==> src/rtl/irqmap_pkg.sv <==
package irqmap_pkg;

  localparam int LANES  = 4;
  localparam int CODE_W = 3;

  typedef enum logic [CODE_W-1:0] {
    PIN_OFF = 3'd0,
    PIN_A   = 3'd1,
    PIN_B   = 3'd2,
    PIN_C   = 3'd3,
    PIN_D   = 3'd4
  } pin_code_e;

  // Turn a pin code into a one-hot lane vector; unused codes give none.
  function automatic logic [LANES-1:0] lane_of(input logic [CODE_W-1:0] code);
    logic [LANES-1:0] hot;
    hot = '0;
    case (code)
      PIN_A:   hot = 4'b0001;
      PIN_B:   hot = 4'b0010;
      PIN_C:   hot = 4'b0100;
      PIN_D:   hot = 4'b1000;
      default: hot = '0;
    endcase
    return hot;
  endfunction

endpackage

==> src/rtl/irqmap_regs.sv <==
module irqmap_regs
  import irqmap_pkg::*;
#(
  parameter int NUM_DEV  = 4,
  parameter int NUM_FUNC = 8,
  parameter int NUM_PIRQ = 8,
  parameter int DATA_W   = 32
) (
  input  logic                               clk_i,
  input  logic                               rst_i,
  input  logic                               wr_en_i,
  input  logic [$clog2(NUM_DEV):0]           wr_addr_i,
  input  logic [DATA_W-1:0]                  wr_data_i,
  input  logic [$clog2(NUM_DEV):0]           rd_addr_i,
  output logic [DATA_W-1:0]                  rd_data_o,
  output logic [NUM_DEV*NUM_FUNC*CODE_W-1:0] pin_flat_o,
  output logic [NUM_DEV*LANES*$clog2(NUM_PIRQ)-1:0] route_flat_o
);

  localparam int DEV_W   = $clog2(NUM_DEV);
  localparam int SEL_W   = $clog2(NUM_PIRQ);
  localparam int PIN_RW  = NUM_FUNC * CODE_W;
  localparam int ROUTE_RW = LANES * SEL_W;

  function automatic logic [ROUTE_RW-1:0] straight_route();
    logic [ROUTE_RW-1:0] r;
    r = '0;
    for (int l = 0; l < LANES; l++) r[l*SEL_W +: SEL_W] = SEL_W'(l % NUM_PIRQ);
    return r;
  endfunction

  localparam logic [ROUTE_RW-1:0] ROUTE_RST = straight_route();

  logic [PIN_RW-1:0]   pin_r   [NUM_DEV];
  logic [ROUTE_RW-1:0] route_r [NUM_DEV];
  logic [DEV_W-1:0]    wr_dev, rd_dev;

  assign wr_dev = wr_addr_i[DEV_W:1];
  assign rd_dev = rd_addr_i[DEV_W:1];

  for (genvar d = 0; d < NUM_DEV; d++) begin : g_dev
    always_ff @(posedge clk_i) begin
      if (rst_i) begin
        pin_r[d]   <= '0;
        route_r[d] <= ROUTE_RST;
      end else if (wr_en_i && (wr_dev == DEV_W'(d))) begin
        if (wr_addr_i[0]) route_r[d] <= wr_data_i[ROUTE_RW-1:0];
        else              pin_r[d]   <= wr_data_i[PIN_RW-1:0];
      end
    end
    assign pin_flat_o[d*PIN_RW +: PIN_RW]       = pin_r[d];
    assign route_flat_o[d*ROUTE_RW +: ROUTE_RW] = route_r[d];
  end

  always_comb begin
    rd_data_o = '0;
    if (int'(rd_dev) < NUM_DEV) begin
      if (rd_addr_i[0]) rd_data_o[ROUTE_RW-1:0] = route_r[rd_dev];
      else              rd_data_o[PIN_RW-1:0]   = pin_r[rd_dev];
    end
  end

endmodule

==> src/rtl/irqmap_dev_lanes.sv <==
module irqmap_dev_lanes
  import irqmap_pkg::*;
#(
  parameter int NUM_FUNC = 8
) (
  input  logic [NUM_FUNC*CODE_W-1:0] pin_codes_i,
  input  logic [NUM_FUNC-1:0]        func_req_i,
  output logic [LANES-1:0]           lane_req_o
);

  always_comb begin
    lane_req_o = '0;
    for (int f = 0; f < NUM_FUNC; f++) begin
      lane_req_o = lane_req_o
                 | (lane_of(pin_codes_i[f*CODE_W +: CODE_W]) & {LANES{func_req_i[f]}});
    end
  end

endmodule

==> src/rtl/irqmap_lane_route.sv <==
module irqmap_lane_route
  import irqmap_pkg::*;
#(
  parameter int NUM_PIRQ = 8
) (
  input  logic [LANES-1:0]                  lane_req_i,
  input  logic [LANES*$clog2(NUM_PIRQ)-1:0] route_i,
  output logic [NUM_PIRQ-1:0]               pirq_o
);

  localparam int SEL_W = $clog2(NUM_PIRQ);

  always_comb begin
    pirq_o = '0;
    for (int l = 0; l < LANES; l++) begin
      if (lane_req_i[l] && (int'(route_i[l*SEL_W +: SEL_W]) < NUM_PIRQ)) begin
        pirq_o[route_i[l*SEL_W +: SEL_W]] = 1'b1;
      end
    end
  end

endmodule

==> src/rtl/irq_pin_mapper.sv <==
module irq_pin_mapper
  import irqmap_pkg::*;
#(
  parameter int NUM_DEV  = 4,
  parameter int NUM_FUNC = 8,
  parameter int NUM_PIRQ = 8,
  parameter int DATA_W   = 32
) (
  input  logic                               clk_i,
  input  logic                               rst_i,
  input  logic                               wr_en_i,
  input  logic [$clog2(NUM_DEV):0]           wr_addr_i,
  input  logic [DATA_W-1:0]                  wr_data_i,
  input  logic [$clog2(NUM_DEV):0]           rd_addr_i,
  output logic [DATA_W-1:0]                  rd_data_o,
  input  logic [NUM_DEV*NUM_FUNC-1:0]        func_irq_i,
  output logic [NUM_PIRQ-1:0]                pirq_o,
  output logic [NUM_DEV*NUM_FUNC*3-1:0]      pin_view_o
);

  localparam int SEL_W    = $clog2(NUM_PIRQ);
  localparam int PIN_RW   = NUM_FUNC * CODE_W;
  localparam int ROUTE_RW = LANES * SEL_W;

  logic [NUM_DEV*PIN_RW-1:0]   pin_flat;
  logic [NUM_DEV*ROUTE_RW-1:0] route_flat;
  logic [NUM_PIRQ-1:0]         dev_pirq [NUM_DEV];

  irqmap_regs #(
    .NUM_DEV (NUM_DEV),
    .NUM_FUNC(NUM_FUNC),
    .NUM_PIRQ(NUM_PIRQ),
    .DATA_W  (DATA_W)
  ) u_regs (
    .clk_i       (clk_i),
    .rst_i       (rst_i),
    .wr_en_i     (wr_en_i),
    .wr_addr_i   (wr_addr_i),
    .wr_data_i   (wr_data_i),
    .rd_addr_i   (rd_addr_i),
    .rd_data_o   (rd_data_o),
    .pin_flat_o  (pin_flat),
    .route_flat_o(route_flat)
  );

  for (genvar d = 0; d < NUM_DEV; d++) begin : g_dev
    logic [LANES-1:0] lane_req;

    irqmap_dev_lanes #(.NUM_FUNC(NUM_FUNC)) u_lanes (
      .pin_codes_i(pin_flat[d*PIN_RW +: PIN_RW]),
      .func_req_i (func_irq_i[d*NUM_FUNC +: NUM_FUNC]),
      .lane_req_o (lane_req)
    );

    irqmap_lane_route #(.NUM_PIRQ(NUM_PIRQ)) u_route (
      .lane_req_i(lane_req),
      .route_i   (route_flat[d*ROUTE_RW +: ROUTE_RW]),
      .pirq_o    (dev_pirq[d])
    );
  end

  always_comb begin
    pirq_o = '0;
    for (int d = 0; d < NUM_DEV; d++) pirq_o = pirq_o | dev_pirq[d];
  end

  assign pin_view_o = pin_flat;

endmodule

==> config.mk <==
export PLATFORM = sky130hd
export DESIGN_NAME = irq_pin_mapper
export DESIGN_NICKNAME = d
export VERILOG_FILES = /design/src/rtl/irqmap_pkg.sv /design/src/rtl/irqmap_regs.sv /design/src/rtl/irqmap_dev_lanes.sv /design/src/rtl/irqmap_lane_route.sv /design/src/rtl/irq_pin_mapper.sv
export SDC_FILE = /design/constraint.sdc
export NUM_CORES = 1
export LEC_CHECK = 0
export BUFFER_PORTS_ARGS = -buffer_cell sky130_fd_sc_hd__clkbuf_2
export CORE_ASPECT_RATIO = 0.5
export CORE_MARGIN = 2
export CORE_UTILIZATION = 57
export CTS_BUF_LIST = sky130_fd_sc_hd__clkbuf_8
export CTS_CLUSTER_DIAMETER = 100
export CTS_CLUSTER_SIZE = 40
export DETAILED_ROUTE_END_ITERATION = 7
export PLACE_DENSITY = 0.83
export SLEW_MARGIN = 15
export SYNTH_ARGS = -nofsm -noshare
export SYNTH_HDL_FRONTEND = slang
export SYNTH_SLANG_ARGS = --single-unit
==> constraint.sdc <==
create_clock -name clk_i -period 3.87 [get_ports clk_i]
set_input_delay 0.774 -clock clk_i [delete_from_list [all_inputs] [get_ports clk_i]]
set_output_delay 0.774 -clock clk_i [all_outputs]
set_load 0.02 [all_outputs]
==> metrics.yaml, run 1 <==
outcome:
  status: "finished with violations"
  failing_checks: "setup timing"
timing:
  layout_min_cycle_time_ps: 3890
  clock.fmax_ghz: 0.257
  max-slew-margin-rel_pct: 27.4
  slew_at_the_pin_with_the_worst_max_slew_slack_ps: 1090
  setup_slack_ps: -15.6
  finalHoldViolCount: 0
  whs_ps: 641
  timing.setup.tns_ps: -15.6
  slew_viol_final: 0
  timing.final.crit_share_pct: 100
  setup_repair_after_global_routing_missed_its_margin: "true"
  setup_viol: 1
die:
  die-height_um: 95.2
  coreArea_mm2: 0.0163
  io-pin-count: 209
  die_width_um: 186
  initial_utilization_pct: 58.1
  floorplan.die_area_mm2: 0.0177
  core.rowCount: 33
clocking:
  cts_inserted_buffers: 17
  cts.clk_slew.worst_paths_ps: 90
  clock_sink_count: 144
  cts_tree: "yes"
  clock_path_buffers: 2
  cts_root_buf: "sky130_fd_sc_hd__clkbuf_8"
  h-tree-depth: 4
yosys:
  netlist.top_cell.by_area: "sky130_fd_sc_hd__edfxtp_1"
  postSynth.asyncResetShare_pct: 0
  synth.lib_cells_used.distinct: 63
  synth_edf_count: 144
  yosysWarningCount: 0
  ys_ff_latch: 144
  yosys_most_used_dff: "sky130_fd_sc_hd__edfxtp_1"
  seq_area_frac_synth_pct: 45.6
  netlist.area_leader.share_pct: 45.6
  postSynthCellCount: 800
  netlist_area_mm2: 0.00948
  netlist_top_cells_area: "sky130_fd_sc_hd__edfxtp_1 46%, sky130_fd_sc_hd__nor4bb_1 9.1%, sky130_fd_sc_hd__and2_1 8.8%, sky130_fd_sc_hd__mux4_2 8.1%, sky130_fd_sc_hd__nand4b_1 3.9%"
  mean_instance_size_in_the_synthesized_netlist_um2: 11.8
setup_path:
  required_ps: 3100
  cp.arrival_ps: 3110
  critical_path.max_fanout: 4
  timing.critical_path.from_type: "register"
  critPathCaptureType: "output pin"
  setup.worst_path.class: "register to output pin"
finish:
  num-fill-cells: 1185
  finish.instance_area_mm2: 0.0118
  num_antenna_cells: 0
  postLayoutCoreUtil_pct: 72.1
  syn_to_final_growth_pct: 24.1
  nets: 1134
  final_cell_count_no_fill: 1300
  drive_above_1_share_pct: 34.9
placed_design:
  finalWeightedCongestion: 1.01
  io_buffer_count: 192
  placed_cells: 1244
  detailed_place_hpwl_um: 27100
  place_worst_setup_slack_ps: -174
  place_area_mm2: 0.0110
global_routing:
  grt_first_pass_wirelength_um: 51100
  grtUsageTotal_pct: 40.1
  globalRoute.totalOverflow: 0
  grt_max_degree: 37
  antenna_violations_before_repair: 0
  vias_in_the_first_global_route: 8027
power:
  vdd_drop_max_mv: 0.263
  p_leak_nw: 4.56
  power.density_mw_per_mm2: 377
  post-layout-total-power_mw: 4.43
drt:
  drc: 0
  detail_route.first_pass.iterations: 5
  route.detailed.vias_per_inst: 6.91
  ant_nets: 0
  vias: 8984
  drt-total-wl_um: 36100
  routedWlPerCell_um: 27.8
  drt_iter0_markers: 1268
job:
  count_of_maximum_capacitance_violations: 0
min_path:
  timing.hold.worst.class: "input port to register"
metal layers:
metal | vias up | GRT usage [%] | share of wire (%)
li1 | 3768 | - | -
met2 | 741 | 61.7 | 44
met5 | - | 0 | 0
met3 | 114 | 17.2 | 15
met4 | 0 | 13.7 | 3.7
met1 | 4361 | 51.4 | 37
kinds of logic (layout without fill, tap and decap cells):
group | count (synthesis) | after routing | share of synthesized area, %
buf+inv | 45 | 311 | 2.26
flops | 144 | 144 | 45.6
simple gates | 488 | 488 | 35.9
mux | 48 | 48 | 10.1
compound gates | 74 | 74 | 6.07
other cells | 1 | 8 | 0.0396
repair_timing:
action,in CTS,in global routing
endpoints found under the setup margin,5,7
setup buffers,1,24
hold buffers,0,0
pin swaps,0,18
resized for setup,5,32
synthesized netlist by cell type, types with 4 or more instances:
cell and number:
sky130_fd_sc_hd__buf_1 5, sky130_fd_sc_hd__nand4b_1 42, sky130_fd_sc_hd__buf_4 9, sky130_fd_sc_hd__a2111oi_0 9
sky130_fd_sc_hd__nor2b_1 28, sky130_fd_sc_hd__a31oi_1 7, sky130_fd_sc_hd__inv_1 9, sky130_fd_sc_hd__a22o_1 4
sky130_fd_sc_hd__and4bb_1 5, sky130_fd_sc_hd__nor3_1 9, sky130_fd_sc_hd__o2111ai_1 8, sky130_fd_sc_hd__a21oi_1 8
sky130_fd_sc_hd__edfxtp_1 144, sky130_fd_sc_hd__nand4_1 17, sky130_fd_sc_hd__or4_1 5, sky130_fd_sc_hd__or3_1 15
sky130_fd_sc_hd__nand2_1 24, sky130_fd_sc_hd__nor4bb_1 86, sky130_fd_sc_hd__o21bai_1 6, sky130_fd_sc_hd__and4_1 5
sky130_fd_sc_hd__mux4_2 34, sky130_fd_sc_hd__nand3b_1 4, sky130_fd_sc_hd__nor4_1 18, sky130_fd_sc_hd__clkbuf_1 18
sky130_fd_sc_hd__a211oi_1 4, sky130_fd_sc_hd__mux2_2 12, sky130_fd_sc_hd__nand3_1 27, sky130_fd_sc_hd__and3_1 4
sky130_fd_sc_hd__a22oi_1 4, sky130_fd_sc_hd__nor2_1 32, sky130_fd_sc_hd__and3b_1 4, sky130_fd_sc_hd__and2_1 133
sky130_fd_sc_hd__nand2b_1 12
final timing paths:
path	depth (start not counted)	endpoint	slack (ps)	start
hold / removal	2	u_regs.pin_r[2][19]$_SDFFCE_PN0P_	640	wr_data_i[19]
setup / recovery	7	pirq_o[6]	-20	u_regs.pin_r[0][19]$_SDFFCE_PN0P_
where the power goes:
part / leakage, nW / internal (mW) / switching, mW / total (mW)
logic: 2.95 / 0.474 / 0.633 / 1.11
registers: 1.40 / 1.83 / 0.191 / 2.02
clock network: 0.207 / 0.699 / 0.606 / 1.31
total: 4.56 / 3.00 / 1.43 / 4.43
flip-flops by register name, indices dropped and copies added, names as in the netlist:
name and cells:
u_regs.pin_r 96, u_regs.route_r 48
layout by cell type, fill, tap and decap left out, drive strengths merged, types with 5 or more instances in the layout:
cell type and count:
a2111oi 9, a21oi 8, a31oi 7, and2 134, and4 5, and4bb 5
buf 84, clkbuf 204, conb 8, edfxtp 144, inv 13, mux2 12
mux4 36, nand2 24, nand2b 12, nand3 27, nand4 17, nand4b 42
nor2 32, nor2b 28, nor3 9, nor4 18, nor4bb 86, o2111ai 8
o21bai 6, or3 15, or4 5
critical path: stages, from the launching register on:
cell and delay, ps:
sky130_fd_sc_hd__edfxtp_1 510, sky130_fd_sc_hd__nand4b_1 270, sky130_fd_sc_hd__and4_1 340, sky130_fd_sc_hd__nand2_1 170, sky130_fd_sc_hd__and4b_1 220, sky130_fd_sc_hd__a2111o_1 440
sky130_fd_sc_hd__or4_4 550, sky130_fd_sc_hd__buf_6 150
layout make-up:
cell class	instances	area [um2]	area share, %
clock inverters	14	193	1.64
repair buffers	271	1600	13.6
inverters	9	33.8	0.287
flip-flops and latches	144	4320	36.8
clock buffers	17	234	1.99
multi-input cells	618	5090	43.3
well taps	227	284	2.42
Note: power is estimated with default switching activity, not from simulation.
==> run 2, diff against run 1 <==
Settings changed: CAP_MARGIN from default to 20, CORE_ASPECT_RATIO 0.5 to 1.25.
==> run 2 against run 1 <==
Against the previous run: the flow now finishes without violations; via count fell by 1.6%; flip-flop and latch count stayed put; critical path depth up 1; sequential power hardly changed; clock power is 5% lower; highest routed layer unchanged.
==> metrics.yaml, run 2 (synthesis results as in run 1) <==
finish:
  area_of_the_multi_input_gates_mm2: 0.00505  # -0.74%
  nets: 1117  # -1.5%
  num-fill-cells: 1207  # +1.9%
  layout_commonest_cell: "sky130_fd_sc_hd__clkbuf_2"
  syn_to_final_growth_pct: 22.0
  sequential_cell_area_mm2: 0.00432  # unchanged
  final_cell_mix: "189 x sky130_fd_sc_hd__clkbuf_2, 144 x sky130_fd_sc_hd__edfxtp_1, 133 x sky130_fd_sc_hd__and2_1, 85 x sky130_fd_sc_hd__nor4bb_1, 60 x sky130_fd_sc_hd__buf_4"
  largest_register_ffs: 96  # unchanged
  reg_top3: "u_regs.pin_r (96), u_regs.route_r (48)"
  drive_above_1_share_pct: 33.5  # -1.5 points
  finish.instance_area_mm2: 0.0116  # -1.7%
  top_register: "u_regs.pin_r"
clocking:
  clock_sink_count: 144  # unchanged
  cts_root_buf: "sky130_fd_sc_hd__clkbuf_8"
  cts_tree: "yes"
  cts_inserted_buffers: 17  # unchanged
  h-tree-depth: 4  # unchanged
  clock_path_buffers: 2  # unchanged
  post_cts_hold_buffer_count: 0  # unchanged
  cts.clk_slew.worst_paths_ps: 100  # about the same
timing:
  layout_min_cycle_time_ps: 3820  # -67.0 ps
  finalHoldViolCount: 0  # unchanged
  slew_viol_final: 0  # unchanged
  setup_repair_after_global_routing_missed_its_margin: "true"
  clock.fmax_ghz: 0.262  # +1.8%
  timing.final.crit_share_pct: 98.7  # -1.7 points
  slew_at_the_pin_with_the_worst_max_slew_slack_ps: 992  # -96.1 ps
  setup_viol: 0  # -1
  max-slew-margin-rel_pct: 33.6  # +6.3 points
drt:
  route.detailed.vias_per_inst: 6.94  # +0.37%
  ant_nets: 0  # unchanged
  routedWlPerCell_um: 28.3  # +1.8%
  vias: 8837  # -1.6%
  drt-total-wl_um: 36000  # -0.24%
  detail_route.first_pass.iterations: 6  # +1
  drc: 0  # unchanged
  drt_iter0_markers: 1058  # -17%
die:
  die-height_um: 148  # +56%
  io-pin-count: 209  # unchanged
  core.rowCount: 52  # +58%
  floorplan.die_area_mm2: 0.0177  # -0.32%
  die_width_um: 119  # -36%
  coreArea_mm2: 0.0163  # -0.27%
  initial_utilization_pct: 58.3  # +0.16 points
global_routing:
  vias_in_the_first_global_route: 8079  # +0.65%
  globalRoute.totalOverflow: 0  # unchanged
  global_route.usage.met3_pct: 8.01  # -9.2 points
  antenna_violations_before_repair: 0  # unchanged
  groute.layer.met2.usage_pct: 62.4  # +0.72 points
  grt.busiest_layer: "met2"
  grtUsageTotal_pct: 40.9  # +0.86 points
  met1_use_gr_pct: 57.2  # +5.8 points
  grt_first_pass_wirelength_um: 52000  # +1.6%
  grt_max_degree: 26  # -30%
job:
  count_of_maximum_capacitance_violations: 0  # unchanged
power:
  post-layout-total-power_mw: 4.32  # -2.4%
  cellInternalPower_mw: 2.76  # -8.1%
  power_frac_seq_pct: 47.1  # +1.5 points
  pwr-share-comb_pct: 24.1  # -0.9 points
  power_frac_clock_pct: 28.8  # -0.7 points
  share_of_total_power_consumed_by_net_switching_pct: 36.2  # +3.9 points
  power.density_mw_per_mm2: 374  # -0.75%
  p_sw_mw: 1.57  # +9.5%
  p_leak_nw: 4.46  # -2.0%
  vdd_drop_max_mv: 0.362  # +37%
placed_design:
  finalWeightedCongestion: 0.992  # -1.7%
  place_area_mm2: 0.0109  # -0.50%
  io_buffer_count: 192  # unchanged
  detailed_place_hpwl_um: 27100  # -0.17%
setup_path:
  required_ps: 3100  # about the same
  cp.arrival_ps: 3040  # -70 ps
  timing.critical_path.from_type: "register"
  timing.critical_path.slowest_stage_cell: "sky130_fd_sc_hd__edfxtp_1"
  setup.worst_path.class: "register to output pin"
  critical_path.max_fanout: 8  # +4
  crit_chain: "and4bb_1, or4_4, or3_4, buf_6, nor4bb_1, a2111oi_1, nand4_1, buf_2"
  worst-path-buf-inv: 2  # +1
  critPathTopFamily: "simple AND/OR/NAND/NOR gates"
  worst_path_largest_cell_delay_ps: 510  # -40 ps
  critPathCaptureType: "output pin"
min_path:
  timing.hold.worst.class: "input port to register"
outcome:
  status: "complete, no violations"
[run 2: routing by layer]
metal | vias up | routed length [um]
met4 | 0 | 1770
li1 | 3741 | -
met2 | 725 | 16300
met1 | 4245 | 13600
met3 | 126 | 4410
met5 | - | 0
[run 2: final timing paths]
| check | from | end | depth (start not counted) |
|---|---|---|---|
| max | u_regs.pin_r[2][19]$_SDFFCE_PN0P_ | pirq_o[1] | 8 |
| min | wr_data_i[23] | u_regs.pin_r[1][23]$_SDFFCE_PN0P_ | 2 |
[run 2: cell type report]
type / instances / area share (%)
antenna: 1 / 0.0216
clock buffer: 17 / 2.02
clock inverter: 15 / 1.67
inverter: 9 / 0.292
multi-input combinational: 618 / 43.7
sequential: 144 / 37.4
tap: 216 / 2.34
timing repair buffer: 254 / 12.5
[run 2: per-stage QoR]
stage	cells	hold WS, ps	TNS (ps)	util, %	worst slack (ps)
5_1_grt	1273	601	-23.7	71.1	-19.1
6_report	1274	599	0	71.1	51.5
3_3_place_gp	1227	1090	-70.4	67.3	-70.4
2_1_floorplan	807	952	0	-	424
4_1_cts	1261	584	0	70.1	1.05
3_5_place_dp	1227	1100	-53.8	67.3	-53.8
[run 2: power groups by stage]
stage | logic [mW] | clock network, mW | registers [mW]
floorplan | 0.504 | 0 | 2.05
global placement | 0.976 | 0 | 2.05
detailed placement | 0.980 | 0 | 2.06
global route | 1.09 | 1.29 | 2.04
finish | 1.04 | 1.24 | 2.03
CTS | 0.994 | 1.24 | 2.02
[run 2: what timing repair did]
action / 4_1_cts / 5_1_grt
setup endpoints to repair: 4 / 7
resized for setup: 4 / 17
setup buffers: 2 / 12
pin swaps: 0 / 6
